--- config.mk ---
export PLATFORM = sky130hd
export DESIGN_NAME = boot_map_decoder
export DESIGN_NICKNAME = d
export VERILOG_FILES = /design/src/rtl/boot_map_pkg.sv /design/src/rtl/overlay_fsm.sv /design/src/rtl/window_match.sv /design/src/rtl/prio_pick.sv /design/src/rtl/boot_map_decoder.sv
export SDC_FILE = /design/constraint.sdc
export NUM_CORES = 1
export LEC_CHECK = 0
export ABC_AREA = 1
export BUFFER_PORTS_ARGS = -buffer_cell sky130_fd_sc_hd__buf_2
export CAP_MARGIN = 10
export CORE_MARGIN = 8
export CORE_UTILIZATION = 46
export DETAILED_ROUTE_END_ITERATION = 10
export PLACE_DENSITY = 0.69
export REMOVE_ABC_BUFFERS = 1
export SETUP_SLACK_MARGIN = 0.3
export SKIP_CTS_REPAIR_TIMING = 1
export SLEW_MARGIN = 25
export SYNTH_ARGS = -nofsm -noshare
export SYNTH_HDL_FRONTEND = slang
export SYNTH_HIERARCHICAL = 1
export SYNTH_SLANG_ARGS = --single-unit
--- constraint.sdc ---
create_clock -name clk -period 2.2 [get_ports clk]
set_clock_uncertainty 0.05 [all_clocks]
set_input_delay 0.22 -clock clk [delete_from_list [all_inputs] [get_ports clk]]
set_output_delay 0.22 -clock clk [all_outputs]
set_load 0.02 [all_outputs]
--- src/rtl/boot_map_pkg.sv ---
package boot_map_pkg;

    typedef enum logic [1:0] {
        SZ_BYTE = 2'd0,
        SZ_WORD = 2'd1,
        SZ_LONG = 2'd2
    } acc_size_e;

    typedef enum logic {
        OVL_ROM_HIGH    = 1'b0,
        OVL_BOOT_MIRROR = 1'b1
    } ovl_state_e;

    // index order is the decode priority, lowest index wins
    typedef enum logic [1:0] {
        RG_CTL = 2'd0,
        RG_RAM = 2'd1,
        RG_ROM = 2'd2,
        RG_EXT = 2'd3
    } region_e;

    localparam int unsigned N_REGIONS = 4;

endpackage

--- src/rtl/overlay_fsm.sv ---
module overlay_fsm
    import boot_map_pkg::*;
#(
    parameter int unsigned          ADDR_W   = 32,
    parameter logic [ADDR_W-1:0]    CTRL_ADR = 32'h00BF_E001
) (
    input  logic              clk,
    input  logic              rst_n,
    input  logic              req_valid,
    input  logic              req_write,
    input  logic [1:0]        req_size,
    input  logic [ADDR_W-1:0] req_addr,
    input  logic              wbit,
    output ovl_state_e        state
);

    ovl_state_e state_nx;
    logic       ctl_wr;

    assign ctl_wr = req_valid && req_write &&
                    (req_size == SZ_BYTE) && (req_addr == CTRL_ADR);

    always_ff @(posedge clk or negedge rst_n) begin
        if (!rst_n) state <= OVL_BOOT_MIRROR;
        else        state <= state_nx;
    end

    always_comb begin
        state_nx = state;
        unique case (state)
            OVL_BOOT_MIRROR: if (ctl_wr && !wbit) state_nx = OVL_ROM_HIGH;    // CLEAR_MIRROR
            OVL_ROM_HIGH:    if (ctl_wr &&  wbit) state_nx = OVL_BOOT_MIRROR; // SET_MIRROR
            default:         state_nx = OVL_BOOT_MIRROR;
        endcase
    end

endmodule

--- src/rtl/window_match.sv ---
module window_match
    import boot_map_pkg::*;
#(
    parameter int unsigned       ADDR_W    = 32,
    parameter int unsigned       ROM_BYTES = 524288,
    parameter logic [ADDR_W-1:0] CTL_BASE  = 32'h00D8_0000,
    parameter logic [ADDR_W-1:0] CTL_SPAN  = 32'h0006_FFFF,
    parameter logic [ADDR_W-1:0] RAM_BASE  = 32'h07FF_FFFF,
    parameter logic [ADDR_W-1:0] BUS_LIMIT = 32'h00FF_FFFF
) (
    input  logic              req_valid,
    input  logic              req_write,
    input  logic [ADDR_W-1:0] req_addr,
    input  ovl_state_e        ovl,
    output logic [N_REGIONS-1:0] hit,
    output logic [ADDR_W-1:0]    off [N_REGIONS]
);

    localparam logic [ADDR_W-1:0] ROM_SZ      = ADDR_W'(ROM_BYTES);
    localparam logic [ADDR_W-1:0] ROM_LOW_END = ROM_SZ - 1'b1;
    localparam logic [ADDR_W-1:0] ROM_HI_BASE = BUS_LIMIT + 1'b1 - ROM_SZ;
    localparam logic [ADDR_W-1:0] CTL_END     = CTL_BASE + CTL_SPAN;

    logic rom_low, rom_high;

    assign rom_low  = (ovl == OVL_BOOT_MIRROR) && (req_addr < ROM_LOW_END);
    assign rom_high = (ovl == OVL_ROM_HIGH) &&
                      (req_addr >= ROM_HI_BASE) && (req_addr < BUS_LIMIT);

    always_comb begin
        hit         = '0;
        hit[RG_CTL] = req_valid && (req_addr > CTL_BASE) && (req_addr < CTL_END);
        hit[RG_RAM] = req_valid && (req_addr > RAM_BASE);
        hit[RG_ROM] = req_valid && !req_write && (rom_low || rom_high);
        hit[RG_EXT] = req_valid && (req_addr < BUS_LIMIT);
    end

    always_comb begin
        off[RG_CTL] = req_addr - CTL_BASE;
        off[RG_RAM] = req_addr - RAM_BASE;
        off[RG_ROM] = (ovl == OVL_BOOT_MIRROR) ? req_addr : (req_addr - ROM_HI_BASE);
        off[RG_EXT] = req_addr;
    end

endmodule

--- src/rtl/prio_pick.sv ---
module prio_pick #(
    parameter int unsigned N = 4
) (
    input  logic [N-1:0] req,
    output logic [N-1:0] gnt
);

    genvar i;
    generate
        for (i = 0; i < N; i++) begin : g_lvl
            if (i == 0) begin : g_first
                assign gnt[i] = req[i];
            end else begin : g_rest
                assign gnt[i] = req[i] && !(|req[i-1:0]);
            end
        end
    endgenerate

endmodule

--- src/rtl/boot_map_decoder.sv ---
module boot_map_decoder
    import boot_map_pkg::*;
#(
    parameter int unsigned       ADDR_W    = 32,
    parameter int unsigned       ROM_BYTES = 524288,
    parameter logic [ADDR_W-1:0] CTL_BASE  = 32'h00D8_0000,
    parameter logic [ADDR_W-1:0] CTL_SPAN  = 32'h0006_FFFF,
    parameter logic [ADDR_W-1:0] RAM_BASE  = 32'h07FF_FFFF,
    parameter logic [ADDR_W-1:0] BUS_LIMIT = 32'h00FF_FFFF,
    parameter logic [ADDR_W-1:0] CTRL_ADR  = 32'h00BF_E001
) (
    input  logic              clk,
    input  logic              rst_n,
    input  logic              req_valid,
    input  logic [ADDR_W-1:0] req_addr,
    input  logic [1:0]        req_size,
    input  logic              req_write,
    input  logic [7:0]        req_wdata,
    output logic              sel_ctl,
    output logic              sel_ram,
    output logic              sel_rom,
    output logic              sel_ext,
    output logic              fill_ones,
    output logic [ADDR_W-1:0] region_off,
    output logic              overlay_on
);

    ovl_state_e           ovl;
    logic [N_REGIONS-1:0] hit;
    logic [N_REGIONS-1:0] gnt;
    logic [ADDR_W-1:0]    off [N_REGIONS];

    overlay_fsm #(.ADDR_W(ADDR_W), .CTRL_ADR(CTRL_ADR)) u_ovl (
        .clk       (clk),
        .rst_n     (rst_n),
        .req_valid (req_valid),
        .req_write (req_write),
        .req_size  (req_size),
        .req_addr  (req_addr),
        .wbit      (req_wdata[0]),
        .state     (ovl)
    );

    window_match #(
        .ADDR_W(ADDR_W), .ROM_BYTES(ROM_BYTES), .CTL_BASE(CTL_BASE),
        .CTL_SPAN(CTL_SPAN), .RAM_BASE(RAM_BASE), .BUS_LIMIT(BUS_LIMIT)
    ) u_win (
        .req_valid (req_valid),
        .req_write (req_write),
        .req_addr  (req_addr),
        .ovl       (ovl),
        .hit       (hit),
        .off       (off)
    );

    prio_pick #(.N(N_REGIONS)) u_pick (
        .req (hit),
        .gnt (gnt)
    );

    always_comb begin
        region_off = '0;
        for (int k = 0; k < N_REGIONS; k++) begin
            if (gnt[k]) region_off = region_off | off[k];
        end
    end

    assign sel_ctl    = gnt[RG_CTL];
    assign sel_ram    = gnt[RG_RAM];
    assign sel_rom    = gnt[RG_ROM];
    assign sel_ext    = gnt[RG_EXT];
    assign fill_ones  = req_valid && !req_write && !(|gnt);
    assign overlay_on = (ovl == OVL_BOOT_MIRROR);

endmodule

## Yosys cells after proc, flatten, opt, wreduce, memory -nomap -nowiden

Index checks and enable logic that the tools add are counted.

| word-level totals | value |
|---|---|
| flip-flop bits (word level) | 1 |
| input bits | 46 |
| output and inout bits | 38 |
| logic and storage cells | 52 |

| cells by class | value |
|---|---|
| $add $sub $neg | 3 |
| magnitude comparators | 6 |
| eq/ne operators | 1 |
| muxes and demuxes | 8 |
| bitwise gates (word level) | 4 |
| reductions and logical operators | 29 |

Operators with widths:

| operator | number |
|---|---|
| $mux W32 | 5 |
| $or A32 B32 Y32 | 3 |
| $lt A32 B24 Y1 const B | 2 |
| $sub A32 B24 Y32 const B | 2 |
| $eq A32 B24 Y1 const B | 1 |
| $ge A32 B24 Y1 const B | 1 |
| $gt A32 B24 Y1 const B | 1 |
| $gt A32 B27 Y1 const B | 1 |
| $lt A32 B19 Y1 const B | 1 |
| $sub A32 B27 Y32 const B | 1 |
| $logic_and A1 B1 Y1 | 18 |
| $logic_not A1 Y1 | 6 |
| $reduce_or A4 Y1 | 1 |
| $reduce_or A3 Y1 | 1 |
| $logic_not A2 Y1 | 1 |
| $mux W1 | 2 |
| $pmux W1 S2 | 1 |
| $reduce_or A2 Y1 | 1 |
| $logic_or A1 B1 Y1 | 1 |
| $not A1 Y1 | 1 |

## Logic depth before layout (Yosys ltp)

| logic depth | value |
|---|---|
| depth after elaboration | 11 |
| gate-level depth with buffers | 19 |
| mapped depth without buffers | 16 |

## Cells and area by module

The synthesis kept the hierarchy.

By module, submodules not included:

| module | times used | cells an instance | area an instance (sq um) | seq. area each (sq um) |
|---|---|---|---|---|
| window_match | 1 | 369 | 2190.9 | 0.0 |
| boot_map_decoder | 1 | 310 | 1301.2 | 0.0 |
| overlay_fsm | 1 | 64 | 291.5 | 26.3 |
| prio_pick | 1 | 9 | 37.5 | 0.0 |

## Worst setup path after synthesis

Ideal clock, no wire load.

| timing | value |
|---|---|
| path type | flip-flop to output port |
| start point | register with a tool-made name |
| end point | output region_off[21] |
| arrival | 2.300 ns |
| required time | 1.930 ns |
| path slack | -0.370 ns |
| stages on the path, launching flop included | 14 |
| buffers on the path | 3 |
| cells stage by stage | dfstp_2 -> clkbuf_1 -> inv_1 -> nor2_1 -> nand4_1 -> a21oi_1 -> inv_1 -> nor2_1 -> buf_6 -> buf_8 -> nand2_1 -> nand2_1 -> inv_1 -> nand2_1 |

RTL lines:

| item | line | text |
|---|---|---|
| end: declaration | boot_map_decoder.sv:24 | `output logic [ADDR_W-1:0] region_off,` |

## Final worst setup path

| timing | value |
|---|---|
| start point | input req_addr[1] |
| end point | output region_off[13] |

| on the way | value |
|---|---|
| longest elaborated chain between the ends | 10 |
| elaborated cells on any way between the ends | 34 |
| classes of those cells | add/sub: 3; order compare: 6; mux: 5; bitwise: 3; reduce/logical: 17 |

Ends and longest elaborated chain:

| item | line | text |
|---|---|---|
| start: declaration | boot_map_decoder.sv:15 | `input logic [ADDR_W-1:0] req_addr,` |
| $gt A32 B24 Y1 | window_match.sv:32 | `hit[RG_CTL] = req_valid && (req_addr > CTL_BASE) && (req_addr < CTL_END);` |
| $logic_and A1 B1 Y1 (2 in series) | window_match.sv:32 |  |
| $mux W32 or $logic_not A1 Y1 (tied branches) | boot_map_decoder.sv:64, prio_pick.sv:14 |  |
| $or A32 B32 Y32 or $logic_and A1 B1 Y1 (tied branches) | boot_map_decoder.sv:64, prio_pick.sv:14 |  |
| $mux W32 | boot_map_decoder.sv:64 | `if (gnt[k]) region_off = region_off \| off[k];` |
| $or A32 B32 Y32 | boot_map_decoder.sv:64 |  |
| $mux W32 | boot_map_decoder.sv:64 |  |
| $or A32 B32 Y32 | boot_map_decoder.sv:64 |  |
| $mux W32 * | boot_map_decoder.sv:64 |  |

Mark *: on every way between the ends. The rest lies on a longest branch, timed or not.

==> metrics.md <==
| Metric | Value |
|---|---|
| Combinational fraction of design power | 97.3% |
| Number of instances in the synthesized netlist | 752 |
| Sequential cell area fraction in the yosys report | 0.688% |
| Post-synth ARST share | 100% |
| Area added between synthesis and finish | 35.6% |
| Critical-path cell with the highest stage delay | sky130_fd_sc_hd__clkbuf_16 |
| Count of flip-flops with a built-in enable after synthesis | 0 |
| Total stage count of the critical path | 19 |
| Clock-pin slew of the registers on the worst-case setup and hold paths | 0 ns |
| Leakage component of the power | 0.00292 µW |
| Number of buffers inserted by port buffering | 76 |
| Worst Path Max Fanout | 8 |
| Count of warnings emitted by yosys | 6 |
| Fmax | 415 MHz |
| Horizontal die dimension | 107 µm |
| Setup repair after global routing missed its margin | true |
| Total chip power | 695 µW |
| Count of distinct cell types in the synthesized netlist | 35 |
| Sequential cell fraction of total power | 2.7% |
| XOR/XNOR Fraction of Synth Area | 10.8% |
| Actual transition at the worst max-transition pin | 0.375 ns |
| Max-cap viol count | 0 |
| Commonest register cell after synthesis | sky130_fd_sc_hd__dfstp_2 |
| Highest-count cells in the layout ignoring fill and taps | sky130_fd_sc_hd__nand2_1 (267), sky130_fd_sc_hd__inv_1 (113), sky130_fd_sc_hd__buf_4 (104) |
| Worst EP arrival | 2.14 ns |
| Total Routing Usage GR | 17.6% |
| Smallest setup slack after layout | -0.211 ns |
| Site Rows | 33 |
| Startpoint kind of the worst setup timing path | input port |
| Post-synthesis instance area | 3820 µm² |
| Smallest hold slack | 0.123 ns |
| #FFs+latches synth | 1 |
| Number of hold violations in the final report | 0 |
| Power per Cell Area | 134 nW/µm² |
| Final setup violation count | 33 |
| Combinational family with the most area after synthesis | simple AND/OR/NAND/NOR gates |
| First-pass iteration count of the detailed router | 5 |
| Part of the power in the clock network | 0% |
| Wire length of the first global-routing pass | 17500 µm |
| Slowest stage delay, CP | 0.19 ns |
| Die footprint | 11500 µm² |
| Final antenna-violating net count | 0 |
| Effective utilization at floorplan | 47.0% |
| Adder-cell share of the synthesized area | 0.982% |
| Switching power | 372 µW |
| Count of nets after finishing | 903 |
| Post-Synth Simple-Gate Area | 54.4% |
| Area of the core | 8130 µm² |
| GR Overflow Total | 0 |
| Hold crit path type | in -> async |
| Top-Level Pins | 84 |
| Initial antenna violation count | 0 |
| Maximum vdd ir drop | 0.110 mV |
| Failing checks | negative setup slack |
| Pin count of the biggest net entering global routing | 35 |
| Portion of synthesized cell area occupied by the leading cell type | 31.2% |
| Leading cell type in the layout, fill and taps excluded | sky130_fd_sc_hd__nand2_1 |
| Sw Share | 53.5% |
| ANT cells | 0 |
| Vias in the first global route | 3937 |
| Overall die height | 107 µm |
| Filler cell count | 726 |
| Multiplexer share of the synthesized area | 0% |
| Gp weighted congestion | 0.953 |
| Relative slew margins | 74.8% |
| Worst Path Buf+Inv | 6 |
| Skew-Pair Late Insertion Delay | 0 ns |
| Synth Area in Compound Gates | 0.950% |
| Library cell with the largest summed area after synthesis | sky130_fd_sc_hd__nand2_1 |
| Wirelength per Cell | 12.9 µm |
| Top Family by Delay on Critical Path | simple AND/OR/NAND/NOR gates |
| Worst path required time | 1.93 ns |
| Post-detailed-route DRC marker count | 0 |
| Max-slew violation total from the final report | 0 |
| Mean post-synth cell area | 5.08 µm² |
| Area contributors post-synth | sky130_fd_sc_hd__nand2_1 (31%), sky130_fd_sc_hd__buf_4 (15%), sky130_fd_sc_hd__inv_1 (12%) |
| Overall via count from detail_route | 4523 |
| Ratio of final minimum period to clock period | 110% |
| First-iteration detailed-routing DRC count | 272 |
| Detailed-route vias per instance | 4.73 |
| Critical Path Sink Type | primary output |
| Most numerous cell on the critical path | sky130_fd_sc_hd__nand2_4 |
| WS Path Type | in -> out |
| Wirelength, routed | 12300 µm |
| Cell internal pwr | 323 µW |
| Depth of the most critical reg-to-reg path | 3 |
| Cell Chain, Critical Path | buf_8 > ha_4 > nand2_4 > nor2_4 > nand2_4 > nor2_8 > nand2_4 > o21ai_4 > a21oi_4 > inv_2 > nand2_4 > nor2_4 > buf_12 > clkbuf_16 > nand2_2 > nand2_1 > inv_1 > nand2_1 > buf_6 |
| Detailed-placement wirelength estimate | 8690 µm |
| Fraction of final layout cells with drive strength greater than 1 | 37.8% |
| Status | finished with violations |
| Period minus WS final | 2.41 ns |
[per-stage QoR]
stage | std cells | worst slack (ns) | setup TNS, ns | cell area (µm²) | util, %
2_1_floorplan | 659 | -2.21 | -75.56 | 3070 | -
3_3_place_gp | 946 | -0.175 | -5.06 | 4420 | 54.3
3_5_place_dp | 946 | -0.217 | -6.21 | 4420 | 54.3
4_1_cts | 946 | -0.223 | -6.34 | 4420 | 54.3
5_1_grt | 957 | -0.343 | -9.91 | 5180 | 63.7
6_report | 957 | -0.211 | -5.71 | 5180 | 63.7
[cell usage after synthesis, types with 3 or more instances]
cell type                   n
sky130_fd_sc_hd__buf_4     74
sky130_fd_sc_hd__buf_6     14
sky130_fd_sc_hd__ha_1       3
sky130_fd_sc_hd__inv_1    124
sky130_fd_sc_hd__inv_2      5
sky130_fd_sc_hd__nand2_1  318
sky130_fd_sc_hd__nand2_2    9
sky130_fd_sc_hd__nand3_1   29
sky130_fd_sc_hd__nand4_1    8
sky130_fd_sc_hd__nor2_1    57
sky130_fd_sc_hd__nor2_2    11
sky130_fd_sc_hd__nor2_4     9
sky130_fd_sc_hd__nor3_1    12
sky130_fd_sc_hd__nor4_1     5
sky130_fd_sc_hd__xor2_1    46
[layer usage]
layer  global-route usage [%]  share of wire (%)
met1                     23.0                 42
met2                     31.0                 47
met3                     1.32                9.0
met4                     2.51                2.7
met5                        0                  0
[worst register-to-register path, stage by stage (launching register included)]
cell and delay (ns):
sky130_fd_sc_hd__dfstp_2 0.51, sky130_fd_sc_hd__buf_4 0.18, sky130_fd_sc_hd__nand2_1 0.08, sky130_fd_sc_hd__nand2_1 0.06
[power by group through the flow]
stage	sequential [µW]	clock [µW]	combinational [µW]
4_1_cts	18.8	0	570
6_report	18.7	0	676
3_3_place_gp	18.8	0	564
5_1_grt	18.7	0	737
2_1_floorplan	18.8	0	279
3_5_place_dp	18.8	0	568
[kinds of logic (layout without fill, tap and decap cells)]
logic type      Yosys count  in the layout
compound gates            6              6
xor+xnor                 47             47
fa+ha+maj                 3              3
buf+inv                 222            322
flops                     1              1
simple gates            473            473
[final timing paths]
check,start,endpoint,slack [ns]
setup / recovery,req_addr[1],region_off[13],-0.21
hold / removal,rst_n,async pin,0.12
setup reg to reg,register,register,1.26
hold reg to reg,register,register,0.61
max in group asynchronous,rst_n,async pin,1.96
min in group clk,req_wdata[0],register,0.44
[area by class of cell]
type                            count  area (µm²)  area share [%]
Sequential cell                     1        26.3           0.507
Tap cell                          105         131            2.54
Multi-Input combinational cell    529        2880            55.7
Inverter                          129         487            9.40
Timing Repair Buffer              193        1650            31.9
(Power assumes the default switching activity.)
